==> config.mk <==
export PLATFORM = sky130hd
export DESIGN_NAME = poh_serial_port
export DESIGN_NICKNAME = d
export VERILOG_FILES = /design/src/rtl/poh_pkg.sv /design/src/rtl/poh_timing.sv /design/src/rtl/poh_deser.sv /design/src/rtl/poh_insert_sel.sv /design/src/rtl/poh_serial_port.sv
export SDC_FILE = /design/constraint.sdc
export NUM_CORES = 1
export LEC_CHECK = 0
export BUFFER_PORTS_ARGS = -buffer_cell sky130_fd_sc_hd__buf_2
export CAP_MARGIN = 20
export CORE_ASPECT_RATIO = 1.1
export CORE_MARGIN = 2
export CORE_UTILIZATION = 23
export CTS_BUF_LIST = sky130_fd_sc_hd__clkbuf_4
export CTS_CLUSTER_DIAMETER = 100
export DETAILED_ROUTE_END_ITERATION = 8
export REMOVE_ABC_BUFFERS = 1
export SLEW_MARGIN = 20
export SYNTH_ARGS = -nofsm -noshare
export SYNTH_HDL_FRONTEND = slang
export SYNTH_SLANG_ARGS = --single-unit
==> constraint.sdc <==
create_clock -name clk -period 2.1 [get_ports clk]
set_input_delay 0.315 -clock clk [delete_from_list [all_inputs] [get_ports clk]]
set_output_delay 0.315 -clock clk [all_outputs]
set_load 0.01 [all_outputs]
==> src/rtl/poh_pkg.sv <==
package poh_pkg;
  parameter int NBYTES   = 9;
  parameter int BYTE_W   = 8;
  parameter int PAR_SLOT = 1;
endpackage

==> src/rtl/poh_timing.sv <==
module poh_timing #(
  parameter int NBYTES  = poh_pkg::NBYTES,
  parameter int BYTE_W  = poh_pkg::BYTE_W,
  localparam int BIT_W  = $clog2(BYTE_W),
  localparam int BYTE_IW = $clog2(NBYTES)
) (
  input  logic               clk,
  input  logic               rst,
  input  logic               bit_en,
  output logic               samp_o,
  output logic [BIT_W-1:0]   bit_idx_o,
  output logic [BYTE_IW-1:0] byte_idx_o,
  output logic               frame_end_o,
  output logic               ch_clk_o,
  output logic               ch_sync_o
);
  logic               iclk_q;
  logic               sync_q;
  logic [BIT_W-1:0]   bit_q;
  logic [BYTE_IW-1:0] byte_q;
  logic               last_bit, last_byte;

  assign samp_o      = bit_en & ~iclk_q;
  assign last_bit    = (bit_q == BIT_W'(BYTE_W - 1));
  assign last_byte   = (byte_q == BYTE_IW'(NBYTES - 1));
  assign frame_end_o = samp_o & last_bit & last_byte;
  assign bit_idx_o   = bit_q;
  assign byte_idx_o  = byte_q;
  assign ch_clk_o    = ~iclk_q;
  assign ch_sync_o   = sync_q;

  always_ff @(posedge clk) begin
    if (rst) begin
      iclk_q <= 1'b0;
      sync_q <= 1'b1;
      bit_q  <= '0;
      byte_q <= '0;
    end else begin
      if (bit_en) iclk_q <= ~iclk_q;
      if (samp_o) begin
        sync_q <= last_bit & last_byte;
        if (last_bit) begin
          bit_q  <= '0;
          byte_q <= last_byte ? '0 : byte_q + 1'b1;
        end else begin
          bit_q <= bit_q + 1'b1;
        end
      end
    end
  end
endmodule

==> src/rtl/poh_deser.sv <==
module poh_deser #(
  parameter int NBYTES   = poh_pkg::NBYTES,
  parameter int BYTE_W   = poh_pkg::BYTE_W,
  parameter int PAR_SLOT = poh_pkg::PAR_SLOT,
  localparam int BIT_W   = $clog2(BYTE_W),
  localparam int BYTE_IW = $clog2(NBYTES)
) (
  input  logic                           clk,
  input  logic                           rst,
  input  logic                           samp,
  input  logic [BIT_W-1:0]               bit_idx,
  input  logic [BYTE_IW-1:0]             byte_idx,
  input  logic                           frame_end,
  input  logic                           ser_i,
  input  logic                           odd_sel,
  output logic [NBYTES-1:0][BYTE_W-1:0]  held_o,
  output logic                           err_pulse_o
);
  logic [BYTE_W-1:0] shift_q;
  logic [BYTE_W-1:0] stage_mem [NBYTES];
  logic [NBYTES-1:0][BYTE_W-1:0] held_q;
  logic acc_q, prev_x_q, have_prev_q, par_q, commit_q, err_q;
  logic byte_done, par_cap;
  logic [BYTE_W-1:0] next_byte;

  assign next_byte   = {shift_q[BYTE_W-2:0], ser_i};
  assign byte_done   = samp && (bit_idx == BIT_W'(BYTE_W - 1));
  assign par_cap     = samp && (bit_idx == '0) && (byte_idx == BYTE_IW'(PAR_SLOT));
  assign held_o      = held_q;
  assign err_pulse_o = err_q;

  always_ff @(posedge clk) begin
    if (byte_done) stage_mem[byte_idx] <= next_byte;
  end

  always_ff @(posedge clk) begin
    if (rst) begin
      shift_q     <= '0;
      acc_q       <= 1'b0;
      prev_x_q    <= 1'b0;
      have_prev_q <= 1'b0;
      par_q       <= 1'b0;
      commit_q    <= 1'b0;
      err_q       <= 1'b0;
      held_q      <= '0;
    end else begin
      commit_q <= frame_end;
      err_q    <= 1'b0;
      if (samp) begin
        shift_q <= next_byte;
        if (par_cap) par_q <= ser_i;
        if (frame_end) begin
          acc_q       <= 1'b0;
          prev_x_q    <= acc_q ^ ser_i;
          have_prev_q <= 1'b1;
          err_q       <= have_prev_q & (par_q ^ prev_x_q ^ odd_sel);
        end else begin
          acc_q <= acc_q ^ ser_i;
        end
      end
      if (commit_q) begin
        for (int k = 0; k < NBYTES; k++) held_q[k] <= stage_mem[k];
      end
    end
  end
endmodule

==> src/rtl/poh_insert_sel.sv <==
module poh_insert_sel #(
  parameter int NBYTES   = poh_pkg::NBYTES,
  parameter int BYTE_W   = poh_pkg::BYTE_W,
  parameter int PAR_SLOT = poh_pkg::PAR_SLOT
) (
  input  logic                          clk,
  input  logic                          rst,
  input  logic [NBYTES-1:0]             reg_ins,
  input  logic [NBYTES-1:0][BYTE_W-1:0] reg_val,
  input  logic [NBYTES-1:0]             ch_en,
  input  logic                          dflt_ones,
  input  logic [NBYTES-1:0][BYTE_W-1:0] held,
  output logic [NBYTES-1:0][BYTE_W-1:0] ovh_o
);
  for (genvar g = 0; g < NBYTES; g++) begin : g_slot
    logic [BYTE_W-1:0] slot_q;
    if (g == PAR_SLOT) begin : g_par
      always_ff @(posedge clk) begin
        if (rst) slot_q <= '0;
        else     slot_q <= {BYTE_W{dflt_ones}};
      end
    end else begin : g_ovh
      always_ff @(posedge clk) begin
        if (rst)             slot_q <= '0;
        else if (reg_ins[g]) slot_q <= reg_val[g];
        else if (ch_en[g])   slot_q <= held[g];
        else                 slot_q <= {BYTE_W{dflt_ones}};
      end
    end
    assign ovh_o[g] = slot_q;
  end
endmodule

==> src/rtl/poh_serial_port.sv <==
module poh_serial_port #(
  parameter int NBYTES   = poh_pkg::NBYTES,
  parameter int BYTE_W   = poh_pkg::BYTE_W,
  parameter int PAR_SLOT = poh_pkg::PAR_SLOT,
  localparam int BUS_W   = NBYTES * BYTE_W
) (
  input  logic              clk,
  input  logic              rst,
  input  logic              bit_en_i,
  input  logic              ser_i,
  output logic              ch_clk_o,
  output logic              ch_sync_o,
  input  logic              odd_par_i,
  input  logic [NBYTES-1:0] reg_ins_i,
  input  logic [BUS_W-1:0]  reg_val_i,
  input  logic [NBYTES-1:0] ch_en_i,
  input  logic              dflt_ones_i,
  input  logic              irq_mask_i,
  input  logic              err_clr_i,
  output logic [BUS_W-1:0]  ovh_o,
  output logic              par_err_o,
  output logic              irq_o
);
  localparam int BIT_W   = $clog2(BYTE_W);
  localparam int BYTE_IW = $clog2(NBYTES);

  logic samp, frame_end, err_pulse, evt_q;
  logic [BIT_W-1:0]   bit_idx;
  logic [BYTE_IW-1:0] byte_idx;
  logic [NBYTES-1:0][BYTE_W-1:0] held, reg_val_a, ovh_a;

  assign reg_val_a = reg_val_i;
  assign ovh_o     = ovh_a;

  poh_timing #(.NBYTES(NBYTES), .BYTE_W(BYTE_W)) u_timing (
    .clk(clk), .rst(rst), .bit_en(bit_en_i), .samp_o(samp),
    .bit_idx_o(bit_idx), .byte_idx_o(byte_idx), .frame_end_o(frame_end),
    .ch_clk_o(ch_clk_o), .ch_sync_o(ch_sync_o)
  );

  poh_deser #(.NBYTES(NBYTES), .BYTE_W(BYTE_W), .PAR_SLOT(PAR_SLOT)) u_deser (
    .clk(clk), .rst(rst), .samp(samp), .bit_idx(bit_idx), .byte_idx(byte_idx),
    .frame_end(frame_end), .ser_i(ser_i), .odd_sel(odd_par_i),
    .held_o(held), .err_pulse_o(err_pulse)
  );

  poh_insert_sel #(.NBYTES(NBYTES), .BYTE_W(BYTE_W), .PAR_SLOT(PAR_SLOT)) u_sel (
    .clk(clk), .rst(rst), .reg_ins(reg_ins_i), .reg_val(reg_val_a),
    .ch_en(ch_en_i), .dflt_ones(dflt_ones_i), .held(held), .ovh_o(ovh_a)
  );

  always_ff @(posedge clk) begin
    if (rst) evt_q <= 1'b0;
    else     evt_q <= err_pulse | (evt_q & ~err_clr_i);
  end

  assign par_err_o = evt_q;
  assign irq_o     = evt_q & ~irq_mask_i;
endmodule

==> flow_summary.toml <==
[outcome]
status = "finished, final reports clean"

[synthesis]
async_flop_share_pct = 0
syn_area_sq_mm = 0.00794
ys_ff_latch = 216
ys_types = 37
synth_cells = 694
syn_avg_cell_area_sq_um = 11.4
yosys.area.top_type_share_pct = 38.3
ys_top_cells_by_area = "dfxtp_1, edfxtp_1, mux2i_1"
ys_seq_area_share_pct = 62.5
synth_flop_cell = "dfxtp_1"
synth_warnings = 0
yosys.area.top_type = "dfxtp_1"
synth_edf_count = 64

[die]
die_h_um = 199
die-area_sq_mm = 0.0360
core_area_sq_mm = 0.0341
num_rows = 71
die_w_um = 181
initial_core_util_pct = 23.3
io_pins = 174

[timing]
min_period_ps = 1920
worst_slack_ps = 181
setup_viol = 0
fin_skew_ps = 31.2
slew_headroom_pct = 57.6
final_hold_viol_count = 0
max_freq_mhz = 521
worst_slew_pin_slew_ps = 635
rsz0062_at_grt = "false"
period_share_pct = 91.4
final.setup.tns_ps = 0
slew_violations = 0

[grt]
grt_pass1_vias = 6009
antenna_found_initial = 2
grt_max_degree = 45
overflow = 0
grt_pass1_wl_mm = 30.4
track_usage_pct = 10.8

[placed_design]
dp_worst_setup_slack_ps = 174
dpl.hpwl_mm = 12.2
port_buffers = 163
gp_congestion = 0.703

[detailed_routing]
drc = 0
drtAntennaViolNets = 0
vias = 5851
dr.pass1.iters = 4
wl_per_cell_um = 13.8
routed_wl_mm = 19.5
drt-initial-drc-count = 195
via_per_inst = 4.15

[critical_path]
crit_type = "register to register"
required_ps = 2420
crit_arrival_ps = 2240
critical_path.cell_chain = "ha_1 -> ha_1 -> nand3b_4 -> nor3b_1 -> buf_4 -> and2_1"
cpMostUsedCell = "ha_1"
cp-end-kind = "register"
path_delay_family = "simple AND/OR/NAND/NOR gates"
path_buf_inv = 1
critical_path.max_stage_delay_ps = 370
cp_max_fo = 8
worstSetupStartpointType = "register"
crit_slowest_cell = "dfxtp_1"

[power_and_ir_drop]
seq_power_share_pct = 52.4
power_leakage_nw = 4.01
clockPowerShare_pct = 40.0
comb_power_share_pct = 7.6
internal-power_mw = 6.42
p_per_area_mw_per_mm2 = 802
p_sw_share_pct = 23.7
switchingPower_mw = 1.99
ir_drop_mv = 0.303

[clock_network]
cts.repair.resized = 0
path_clk_slew_ps = 70
tritoncts = "yes"
clock_path_buffers = 3
cts.sinks = 216
cts-root-buf = "clkbuf_4"
clk_latency_ps = 680
cts_buffers = 53
htreeDepth = 2

[cells_and_area]
fillers = 3522
area.growth.synth_to_final_pct = 32.1
layout_common_cells = "buf_2, dfxtp_1, clkbuf_4"
final_common_cell = "buf_2"
drive_gt1_share_pct = 27.0
final_nets = 1037

[hold_path]
hp-class = "primary input to register"

[flow_run]
maxCapViolCount = 0
==> metrics by stage <==
step	hold slack (ps)	utilization, %	cell area, sq um	power (mW)	instances
final	57.4	30.8	10500	8.41	1411
after global routing	24.3	30.8	10500	8.83	1411
after CTS	22.1	30.8	10500	8.57	1410
after detailed placement	426	26.9	9170	5.05	1249
after global placement	444	26.9	9170	5.04	1249
after floorplan	384	-	7680	4.72	637
==> area by class of cell <==
| type | instances | area, sq um | share of cell area, % |
|---|---|---|---|
| flip-flops and latches | 216 | 4970 | 47.4 |
| multi-input cells | 413 | 2690 | 25.6 |
| clock inverters | 15 | 58.8 | 0.560 |
| diodes | 1 | 2.50 | 0.0238 |
| inverters | 8 | 30.0 | 0.286 |
| repair buffers | 240 | 1600 | 15.2 |
| clock buffers | 80 | 601 | 5.72 |
| well taps | 438 | 548 | 5.22 |
==> logic make-up (layout without fill, tap and decap cells) <==
group | count (synthesis) | in the layout | share of synthesized area, %
AOI/OAI and AO/OA | 84 | 84 | 7.63
other | 0 | 1 | 0
buffers and inverters | 65 | 343 | 3.66
xor gates and xnor gates | 6 | 6 | 0.662
muxes | 65 | 65 | 8.19
and+or+nand+nor | 251 | 251 | 16.2
DFF | 216 | 216 | 62.5
adders and majority gates | 7 | 7 | 1.10
==> worst register-to-register path, stage by stage (launching register included) <==
cell	delay (ps)
dfxtp_1	370
ha_1	160
ha_1	200
nand3b_4	100
nor3b_1	200
buf_4	160
and2_1	360
==> worst paths after layout <==
check | start | endpoint | slack, ps | cells after the start
worst max register to register | u_timing.bit_idx_o[0] | u_deser.stage_mem[7][7] | 180 | 6
worst min-delay path | ser_i | u_deser.stage_mem[2][0] | 60 | 1
worst min register to register | u_deser.have_prev_q | u_deser.have_prev_q | 470 | 1
worst max-delay path | u_timing.bit_idx_o[0] | u_deser.stage_mem[7][7] | 180 | 6
==> power by group through the flow <==
| stage | sequential, mW | combinational, mW | clock, mW |
|---|---|---|---|
| floorplan | 4.54 | 0.178 | 0 |
| global placement | 4.50 | 0.540 | 0 |
| detailed placement | 4.50 | 0.548 | 0 |
| CTS | 4.41 | 0.646 | 3.52 |
| global route | 4.41 | 0.713 | 3.70 |
| finish | 4.40 | 0.642 | 3.36 |
==> repair_timing <==
action                                 in CTS  in global routing
setup buffers                               0                  0
hold buffers                               66                  0
endpoints found under the hold margin      67                  0
==> registers in the layout (all words and copies together) (netlist names) <==
| signal | cells |
|---|---|
| u_sel.g_slot.slot_q | 65 |
| u_deser.held_o | 64 |
| u_deser.stage_mem | 64 |
| u_deser.shift_q | 7 |
| u_timing.byte_idx_o | 4 |
| u_timing.bit_idx_o | 3 |
| par_err_o | 1 |
| u_deser.acc_q | 1 |
| u_deser.commit_q | 1 |
| u_deser.err_pulse_o | 1 |
| u_deser.have_prev_q | 1 |
| u_deser.par_q | 1 |
| u_deser.prev_x_q | 1 |
| u_timing.ch_sync_o | 1 |
| u_timing.iclk_q | 1 |
==> cell usage after synthesis (2+ instances only) <==
| cell type | number |
|---|---|
| dfxtp_1 | 152 |
| nor2b_1 | 74 |
| nor2_1 | 69 |
| nor3_1 | 69 |
| mux2i_1 | 65 |
| a211oi_1 | 64 |
| edfxtp_1 | 64 |
| clkbuf_1 | 29 |
| nand2_1 | 18 |
| buf_2 | 16 |
| a21oi_1 | 13 |
| inv_1 | 8 |
| and2_1 | 7 |
| buf_4 | 7 |
| ha_1 | 7 |
| buf_1 | 5 |
| xnor2_1 | 3 |
| xor2_1 | 3 |
| nand3_1 | 2 |
| nand3b_1 | 2 |
==> metal layers <==
| layer | global-route usage, % | part of all wire, % | vias up |
|---|---|---|---|
| met5 | 0 | 0.051 | - |
| met4 | 4.94 | 2.5 | 2 |
| met3 | 3.17 | 5.1 | 43 |
| met2 | 19.4 | 51 | 137 |
| met1 | 11.7 | 42 | 2722 |
| li1 | - | - | 2947 |
Note: power is estimated with default switching activity, not from simulation.
